<file path="config.mk">
export PLATFORM = sky130hd
export DESIGN_NAME = bus_unjam_seq
export DESIGN_NICKNAME = d
export VERILOG_FILES = /design/src/rtl/bus_unjam_pkg.sv /design/src/rtl/bus_unjam_sync.sv /design/src/rtl/bus_unjam_timer.sv /design/src/rtl/bus_unjam_pulses.sv /design/src/rtl/bus_unjam_seq.sv
export SDC_FILE = /design/constraint.sdc
export NUM_CORES = 1
export LEC_CHECK = 0
export CAP_MARGIN = 20
export CORE_ASPECT_RATIO = 0.9
export CORE_MARGIN = 3
export CORE_UTILIZATION = 25
export DETAILED_ROUTE_END_ITERATION = 6
export DONT_BUFFER_PORTS = 1
export REMOVE_ABC_BUFFERS = 1
export SETUP_SLACK_MARGIN = 0.05
export SYNTH_ARGS = -nofsm -noshare
export SYNTH_HDL_FRONTEND = slang
export SYNTH_HIERARCHICAL = 1
export SYNTH_SLANG_ARGS = --single-unit
export TNS_END_PERCENT = 1
</file>
<file path="constraint.sdc">
create_clock -name clk -period 4.6 [get_ports clk]
set_input_delay 1.15 -clock clk [delete_from_list [all_inputs] [get_ports clk]]
set_output_delay 1.15 -clock clk [all_outputs]
set_load 0.05 [all_outputs]
</file>
<file path="src/rtl/bus_unjam_pkg.sv">
// Shared definitions for the bus recovery sequencer.
// Assumes: included first in compile order.
package bus_unjam_pkg;

    // Sequencer phases; every phase except IDLE and FINISH is timed.
    typedef enum logic [3:0] {
        ST_IDLE,
        ST_CLK_LO,
        ST_CLK_HI,
        ST_STA_SU,
        ST_STA_HD,
        ST_STO_LO,
        ST_STO_SU,
        ST_BUS_FREE,
        ST_FINISH
    } unjam_state_e;

endpackage

</file>
<file path="src/rtl/bus_unjam_sync.sv">
// Multi-flop synchroniser for an asynchronous bus line level.
// Assumes: the line idles high, so the reset value is 1.
module bus_unjam_sync #(
    parameter int STAGES = 2
) (
    input  logic clk,
    input  logic rst_n,
    input  logic d,
    output logic q
);
    logic [STAGES-1:0] chain;

    generate
        if (STAGES == 1) begin : g_one
            // Single capture flop.
            always_ff @(posedge clk) begin
                if (!rst_n) chain <= 1'b1;
                else        chain <= d;
            end
        end else begin : g_many
            // Shift the line level through the chain.
            always_ff @(posedge clk) begin
                if (!rst_n) chain <= '1;
                else        chain <= {chain[STAGES-2:0], d};
            end
        end
    endgenerate

    assign q = chain[STAGES-1];
endmodule

</file>
<file path="src/rtl/bus_unjam_timer.sv">
// Phase timer. It is loaded on entry to a phase and counts down only
// while the enable (line at its expected level) is high.
// Assumes: load is asserted only on the transition edge into a phase.
// A reload of 0 behaves like 1.
module bus_unjam_timer #(
    parameter int CNT_W = 16
) (
    input  logic             clk,
    input  logic             rst_n,
    input  logic             load,
    input  logic [CNT_W-1:0] reload,
    input  logic             en,
    output logic             expire
);
    logic [CNT_W-1:0] cnt;

    // Reload on phase entry, otherwise count down while enabled.
    always_ff @(posedge clk) begin
        if (!rst_n)                 cnt <= '0;
        else if (load)              cnt <= reload;
        else if (en && cnt > 1)     cnt <= cnt - 1'b1;
    end

    assign expire = en && (cnt <= 1);
endmodule

</file>
<file path="src/rtl/bus_unjam_pulses.sv">
// Counts recovery clock pulses and flags the last permitted one.
// Assumes: clr and inc are never asserted in the same cycle.
module bus_unjam_pulses #(
    parameter int MAX_PULSES = 9,
    localparam int PW = $clog2(MAX_PULSES + 1)
) (
    input  logic clk,
    input  logic rst_n,
    input  logic clr,
    input  logic inc,
    output logic last
);
    logic [PW-1:0] cnt;

    // Clear at the start of a sequence, count each high phase entered.
    always_ff @(posedge clk) begin
        if (!rst_n || clr) cnt <= '0;
        else if (inc)      cnt <= cnt + 1'b1;
    end

    assign last = (cnt == PW'(MAX_PULSES));
endmodule

</file>
<file path="src/rtl/bus_unjam_seq.sv">
// Two-wire bus recovery sequencer (top). It pulses SCL until SDA is seen
// high during a high phase, then issues a start and a stop and reports done.
// It gives up after MAX_PULSES pulses and reports fail.
// Assumes: scl_in and sda_in reflect the wired-AND line levels. The outputs
// are output enables (1 = pull low) decoded from the state register.
module bus_unjam_seq
    import bus_unjam_pkg::*;
#(
    parameter int CNT_W       = 16,
    parameter int SYNC_STAGES = 2,
    parameter int MAX_PULSES  = 9
) (
    input  logic             clk,
    input  logic             rst_n,
    input  logic             go,
    input  logic [CNT_W-1:0] t_low,
    input  logic [CNT_W-1:0] t_high,
    input  logic [CNT_W-1:0] t_su,
    input  logic [CNT_W-1:0] t_hd,
    input  logic [CNT_W-1:0] t_buf,
    input  logic             scl_in,
    input  logic             sda_in,
    output logic             scl_oe,
    output logic             sda_oe,
    output logic             busy,
    output logic             done,
    output logic             fail
);
    unjam_state_e     state, nxt;
    logic             scl_s, sda_s;
    logic             lvl_ok, expire, load, fail_set, fail_r, last;
    logic [CNT_W-1:0] reload;

    bus_unjam_sync #(.STAGES(SYNC_STAGES)) u_scl_sync (
        .clk(clk), .rst_n(rst_n), .d(scl_in), .q(scl_s));
    bus_unjam_sync #(.STAGES(SYNC_STAGES)) u_sda_sync (
        .clk(clk), .rst_n(rst_n), .d(sda_in), .q(sda_s));

    bus_unjam_timer #(.CNT_W(CNT_W)) u_timer (
        .clk(clk), .rst_n(rst_n), .load(load), .reload(reload),
        .en(lvl_ok), .expire(expire));

    bus_unjam_pulses #(.MAX_PULSES(MAX_PULSES)) u_pulses (
        .clk(clk), .rst_n(rst_n),
        .clr(state == ST_IDLE && go),
        .inc(state == ST_CLK_LO && expire),
        .last(last));

    // Next-state, timer reload and the line level each phase waits for.
    always_comb begin
        nxt      = state;
        load     = 1'b0;
        reload   = '0;
        fail_set = 1'b0;
        lvl_ok   = 1'b0;
        unique case (state)
            ST_IDLE: begin
                if (go) begin
                    nxt = ST_CLK_LO; load = 1'b1; reload = t_low;
                end
            end
            ST_CLK_LO: begin
                lvl_ok = !scl_s;
                if (expire) begin
                    nxt = ST_CLK_HI; load = 1'b1; reload = t_high;
                end
            end
            ST_CLK_HI: begin
                lvl_ok = scl_s;
                if (expire) begin
                    load = 1'b1;
                    if (sda_s) begin
                        nxt = ST_STA_SU; reload = t_su;
                    end else if (last) begin
                        nxt = ST_FINISH; fail_set = 1'b1;
                    end else begin
                        nxt = ST_CLK_LO; reload = t_low;
                    end
                end
            end
            ST_STA_SU: begin
                lvl_ok = scl_s && sda_s;
                if (expire) begin
                    nxt = ST_STA_HD; load = 1'b1; reload = t_hd;
                end
            end
            ST_STA_HD: begin
                lvl_ok = !sda_s;
                if (expire) begin
                    nxt = ST_STO_LO; load = 1'b1; reload = t_low;
                end
            end
            ST_STO_LO: begin
                lvl_ok = !scl_s;
                if (expire) begin
                    nxt = ST_STO_SU; load = 1'b1; reload = t_su;
                end
            end
            ST_STO_SU: begin
                lvl_ok = scl_s;
                if (expire) begin
                    nxt = ST_BUS_FREE; load = 1'b1; reload = t_buf;
                end
            end
            ST_BUS_FREE: begin
                lvl_ok = sda_s;
                if (expire) nxt = ST_FINISH;
            end
            ST_FINISH: nxt = ST_IDLE;
            default:   nxt = ST_IDLE;
        endcase
    end

    // State register.
    always_ff @(posedge clk) begin
        if (!rst_n) state <= ST_IDLE;
        else        state <= nxt;
    end

    // Failure flag, cleared by a new request.
    always_ff @(posedge clk) begin
        if (!rst_n)                    fail_r <= 1'b0;
        else if (state == ST_IDLE && go) fail_r <= 1'b0;
        else if (fail_set)             fail_r <= 1'b1;
    end

    // Line drive and status decode.
    always_comb begin
        scl_oe = (state == ST_CLK_LO) || (state == ST_STO_LO);
        sda_oe = (state == ST_STA_HD) || (state == ST_STO_LO) ||
                 (state == ST_STO_SU);
        busy   = (state != ST_IDLE);
        done   = (state == ST_FINISH);
        fail   = (state == ST_FINISH) && fail_r;
    end
endmodule

</file>
==> results of run 1 <==
registers in the layout, summed over array words and instances, names as in the netlist:
name / flops
fail_r: 1
state: 4
u_pulses/cnt: 4
u_sda_sync/chain: 2
u_timer/cnt: 16
u_scl_sync/chain: 2
worst max-delay path, cell delays in order, from the launching register on:
cell	delay (ns)
dfxtp_1	0.72
inv_1	0.17
nor2_1	0.14
nor3_1	0.05
a311oi_1	0.28
buf_4	0.19
nor3b_1	0.40
and4_2	0.51
nand2_1	0.08
a2111oi_0	0.43
buf_4	0.21
inv_1	0.31
o21ai_0	0.28
a21oi_1	0.06
power groups by stage:
stage	clock network (mW)	logic, mW	registers [mW]
2_1_floorplan	0	0.240	0.318
3_3_place_gp	0	0.299	0.328
3_5_place_dp	0	0.305	0.329
4_1_cts	0.197	0.307	0.323
5_1_grt	0.212	0.344	0.330
6_report	0.195	0.309	0.324
final cells by class:
class,instances,area (sq um),share of cell area
multi-input combinational,238,1720,0.662
sequential,29,581,0.224
tap,122,153,0.0588
clock buffer,5,68.8,0.0265
timing repair buffer,6,45.0,0.0174
inverter,7,26.3,0.0101
clock inverter,1,5.00,0.00193
cell families after synthesis:
group / Yosys count / synth area share
AO/OA/AOI/OAI: 137 / 0.398
buffers and inverters: 32 / 0.0818
flip-flops: 29 / 0.234
multiplexers: 3 / 0.0141
XOR/XNOR: 13 / 0.0459
adder cells (fa/ha/maj): 4 / 0.0202
AND/OR/NAND/NOR: 81 / 0.206
synthesized netlist by cell type (4+ instances only):
library cell / instances
a221o_1: 16
a22oi_1: 32
buf_2: 9
nand2b_1: 7
nor2b_1: 4
o21ai_1: 15
o21ai_0: 18
xnor2_1: 13
nor2_1: 11
clkbuf_1: 6
nand2_1: 11
a22o_1: 15
nor3_1: 10
buf_6: 7
nand3_1: 9
dfxtp_1: 29
ha_1: 4
inv_1: 6
a21oi_1: 24
worst max path at each step:
stage	slack, ns	to	cells after the start	start
floorplan	0.41	u_timer/cnt[12]	11	state[0]
global placement	0.73	u_timer/cnt[8]	13	state[0]
detailed placement	0.59	u_timer/cnt[12]	13	state[0]
CTS	0.55	u_timer/cnt[9]	13	state[0]
global route	0.1	u_timer/cnt[0]	13	state[0]
finish	0.60	u_timer/cnt[11]	13	state[0]
metal layers:
layer | vias up | wire length, um
met5 | - | 0
met4 | 0 | 140
met3 | 9 | 443
met2 | 90 | 3780
met1 | 1137 | 3070
li1 | 1143 | -
metrics by stage:
stage	setup WS, ns	utilization	std cells	instance area, sq um	hold WS (ns)
2_1_floorplan	0.410	-	274	2300	0.386
3_3_place_gp	0.730	0.269	402	2520	0.395
3_5_place_dp	0.585	0.269	402	2520	0.393
4_1_cts	0.547	0.277	408	2590	0.408
5_1_grt	0.0965	0.277	408	2590	0.447
6_report	0.601	0.277	408	2590	0.406
cell usage in the layout, fill, tap and decap left out, types with 2 or more instances in the layout:
master	n
a22oi_1	32
dfxtp_1	29
a21oi_1	24
o21ai_0	18
a221o_1	16
a22o_1	15
o21ai_1	15
xnor2_1	13
nor2_1	11
nand2_1	11
nand3_1	9
nor3_1	9
nand2b_1	7
inv_1	6
buf_4	6
clkbuf_8	5
nor2b_1	4
ha_1	4
nor4_1	3
a211oi_1	3
nand3b_1	3
nor2_2	2
and4_4	2
a311oi_1	2
o31a_1	2
mux2i_1	2
and3b_1	2
nor3b_1	2
what timing repair did:
action | CTS | global route
hold buffers | 0 | 0
resized for setup | 0 | 1
setup endpoints to repair | 0 | 14
==> reports/qor.txt, run 1 <==
outcome - completed
CTS Buffer Depth - 2
Final Max Tran Viols - 0
CP endpoint kind - flip-flop
Routed wire per std cell - 18.2 um
Most Crowded Layer GR - met2
Period Utilization, post-route - 0.869
R2R Path End - u_timer/cnt[11]
Die X - 111 um
share of cells above drive strength 1 - 0.115
Mapped Area - 2480 sq um
Clk pwr share - 0.235
switching portion of total power - 0.387
part of the Yosys area used for sequential elements - 0.234
leak pwr - 0.812 nW
fraction of registers with async set/reset - 0
CTS buffer count - 5
Reg2Reg Setup Slack - 0.60 ns
number of port buffers - 0
grt met3 use - 0.0246
TritonCTS clock tree - done
Worst-path clk slew - 0.07 ns
Synth Instances - 299
final worst path period need - 4.00 ns
hold endpoint - u_sda_sync/chain[1]
Tot Pwr - 0.828 mW
met2 usage - 0.231
cell taking the most area after synthesis - dfxtp_1
synthesized area per cell - 8.29 sq um
Min-Delay Startpoint - u_sda_sync/chain[0]
first-pass GRT wire length - 11,500 um
internal power - 0.508 mW
Required @ worst endpoint - 4.73 ns
R2R depth - 13
RR Startpoint - state[0]
pin count of the biggest net entering global routing - 29
Setup violations, final - 0
DRT antenna net count - 0
slew margin rel. - 0.302
Nets - 376
synth top area cells - dfxtp_1 (23%), a22oi_1 (9.7%), a221o_1 (6.5%)
power per cell area - 319 nW/um^2
skew final - 0.00924 ns
DRT Wirelength - 7440 um
Vias - 2,379
max-cap violations - 0
ant diodes - 0
CP max FO - 27
number of global-route vias before repair - 2,270
initial antenna violation count - 0
RSZ-0062 raised after global routing - no
num rows - 33
vias per cell - 5.83
Final Hold Viols - 0
Peak Freq - 0.250 GHz
DRT iter0 DRCs - 227
post-synth top area share - 0.234
WP data arrival - 4.13 ns
root buf cell - clkbuf_8
startpoint types - flip-flop
drt first pass iters - 5
GRT overflow - 0
#FFs+latches synth - 29
Slew @ Worst Pin - 1.04 ns
Detailed Place HPWL - 5340 um
power share of the combinational group - 0.373
Post-CTS Setup Bufs - 0
Core Region - 9370 sq um
number of fill cells - 991
crit path kind - flip-flop to flip-flop
Sequential Power Share - 0.392
number of synthesized flops with an enable pin - 0
Initial Util - 0.264
Post-Route Setup TNS - 0 ns
GP Congestion - 0.880
DRC viols - 0
prevailing post-synth register cell - dfxtp_1
Die H - 100 um
min-delay worst type - flip-flop to flip-flop
Ys Warns - 6
Netlist cell types - 57
Die Footprint - 11,100 sq um
clk_lat worst skew - 0.28 ns
clk sinks - 29
H-tree depth - 2
area grow syn2layout - 4.69%
GR Util met1 - 0.157
WHS Path Cells - 1
Switch Pwr - 0.320 mW
total track usage - 0.129
number of top-level pins - 90
Worst VDD drop - 0.120 mV
No activity file was read; power rests on OpenSTA's default activity.
==> inputs of run 2 (changes only) <==
PLACE_DENSITY = 0.44   (was not set)
REMOVE_ABC_BUFFERS = not set   (was 1)
SYNTH_HIERARCHICAL = not set   (was 1)
==> run 2 against run 1 <==
Net effect:
- synthesized cell count grew 18%
- wire length grew 34%
- clock-buffer cell count rose by 2
- flip-flop and latch count stayed put
- sequential power shrank 8.3%
- synthesized area grew 4.1%
- hold slack lost 0.0037 ns
- critical path type is now flip-flop to output pin
- largest cell class unchanged
==> reports/qor.txt, run 2 <==
outcome - completed
number of global-route vias before repair - 2,806
pin count of the biggest net entering global routing - 26
share of cells above drive strength 1 - 0.0816
Netlist cell types - 57
Top reg by flops - u_timer.cnt
FF/Latch Area - 581 sq um
number of port buffers - 0
Post-CTS Setup Bufs - 0
met2 wire length - 4070 um
Largest regs - u_timer.cnt (16), state (4), u_pulses.cnt (4)
simple-gate portion of the synthesized area - 0.301
Ys Warns - 0
GP Congestion - 0.887
part of the Yosys area used for sequential elements - 0.225
top cells by instance count after synthesis - nor2_1 (40), a21oi_1 (29), dfxtp_1 (29)
Peak Freq - 0.291 GHz
first-pass GRT wire length - 15,900 um
Worst path max stage delay - 0.86 ns
post-synth top area share - 0.225
CTS buffer count - 5
R2R depth - 7
number of fill cells - 1,102
Tot Pwr - 0.910 mW
most frequent cells in the layout - nor2_1 (40), a21oi_1 (29), dfxtp_1 (29)
initial antenna violation count - 0
syn_nets - 442
critical path's slowest cell - dfxtp_1
crit path kind - flip-flop to output pin
synth top area cells - dfxtp_1 (22%), a22oi_1 (7.3%), nor2_1 (5.8%)
H-tree depth - 2
Worst-path clk slew - 0.05 ns
clk_lat worst skew - 0.28 ns
Final Non-Filler Cells - 469
Final Hold Slack - 0.402 ns
CP endpoint kind - output pin
Routed wire per std cell - 21.2 um
WP data arrival - 2.28 ns
Final Max Tran Viols - 0
mux share of post-synthesis cell area - 0.0349
RR Startpoint - state[2]
DRT antenna net count - 0
CTS Buffer Depth - 2
Setup violations, final - 0
CP top delay family - simple AND/OR/NAND/NOR gates
cell taking the most area after synthesis - dfxtp_1
Cells after DPL - 460
R2R Path End - u_timer.cnt[7]
Worst path depth - 2
max-cap violations - 0
Die Footprint - 11,600 sq um
WP buf/inv - 0
final core occ - 0.290
Vias - 2,808
Core Region - 9870 sq um
Min-Delay Startpoint - u_sda_sync.chain[0]
Final Hold Viols - 0
Adder-Cell Fraction of Synth Area - 0.0194
number of synthesized flops with an enable pin - 0
most frequent cell after synthesis - nor2_1
number of top-level pins - 90
Metal-1 WL - 4750 um
Synth Area in XOR/XNOR - 0.0102
Nets - 431
Die H - 102 um
#FFs+latches synth - 29
pre-CTS setup slack - 1.27 ns
Resized Gates After CTS - 0
RSZ-0062 raised after global routing - no
DRT Wirelength - 9940 um
WHS Path Cells - 1
largest family of logic cells by synthesized area - compound AO/OA/AOI/OAI gates
power per cell area - 318 nW/um^2
DRT iter0 DRCs - 269
PnR worst setup slack - 1.17 ns
hold endpoint - u_sda_sync.chain[1]
drt first pass iters - 5
skew final - 0.00403 ns
ant diodes - 0
fraction of registers with async set/reset - 0
area grow syn2layout - 10.9%
root buf cell - clkbuf_16
CP max FO - 25
total track usage - 0.175
prevailing post-synth register cell - dfxtp_1
Initial Util - 0.262
Slew @ Worst Pin - 1.08 ns
Finished Cell Area - 2860 sq um
Detailed Place HPWL - 7850 um
Mapped Area - 2580 sq um
Compound-Gate Fraction of Synth Area - 0.363
area of the multi-input gates - 1900 sq um
Reg2Reg Setup Slack - 1.20 ns
TritonCTS clock tree - done
vias per cell - 5.99
max reg flops - 16
worst-path cell chain - nand2b_1, nor2_1
slew margin rel. - 0.281
Post-Route Setup TNS - 0 ns
synthesized area per cell - 7.31 sq um
leak pwr - 0.918 nW
Worst VDD drop - 0.154 mV
met3 WL post-DR - 951 um
clk sinks - 29
Synth Instances - 353
DRC viols - 0
commonest non-fill, non-tap cell in the layout - nor2_1
placed inst area - 2700 sq um
uppermost routed layer - met4
hold_buf cts - 0
Required @ worst endpoint - 3.45 ns
Die X - 113 um
final worst path period need - 3.43 ns
Period Utilization, post-route - 0.747
GRT overflow - 0
startpoint types - flip-flop
num rows - 34
min-delay worst type - flip-flop to flip-flop
## run 2: cell count changes in the layout (fill, tap and decap cells not counted), sizes merged, moves of 10 or more
cell	delta
xnor2	-10
o21ai	-15
nor2	+27
nand2	+16
a22o	-16
o211ai	+11
## run 2: how the worst max path moves through the flow
stage,end,from
floorplan,sda_oe,state[1]
global placement,u_timer.cnt[7],state[2]
detailed placement,u_timer.cnt[7],state[2]
CTS,scl_oe,state[0]
global route,u_timer.cnt[7],state[2]
finish,scl_oe,state[0]
## run 2: cell families after synthesis
group	count (synthesis)
AND/OR/NAND/NOR	146
AO/OA/AOI/OAI	131
buffers and inverters	31
flip-flops	29
multiplexers	9
adder cells (fa/ha/maj)	4
XOR/XNOR	3
## run 2: final cells by class
cell class / count / area share
clock buffers: 7 / 0.0533
well taps: 126 / 0.0551
inverters: 7 / 0.00918
flip-flops and latches: 29 / 0.203
repair buffers: 6 / 0.0149
clock inverters: 1 / 0.00175
multi-input cells: 293 / 0.663
## run 2: per-layer routing
metal  track usage  up-vias
met5             0        -
met4        0.0555        0
met3        0.0385       11
met2         0.258      152
met1         0.252     1309
li1              -     1336
## run 2: where the power goes
part	switching (mW)	internal (mW)
Sequential	0.0272	0.270
Clock	0.118	0.229
Combinational	0.163	0.103
Total	0.308	0.602
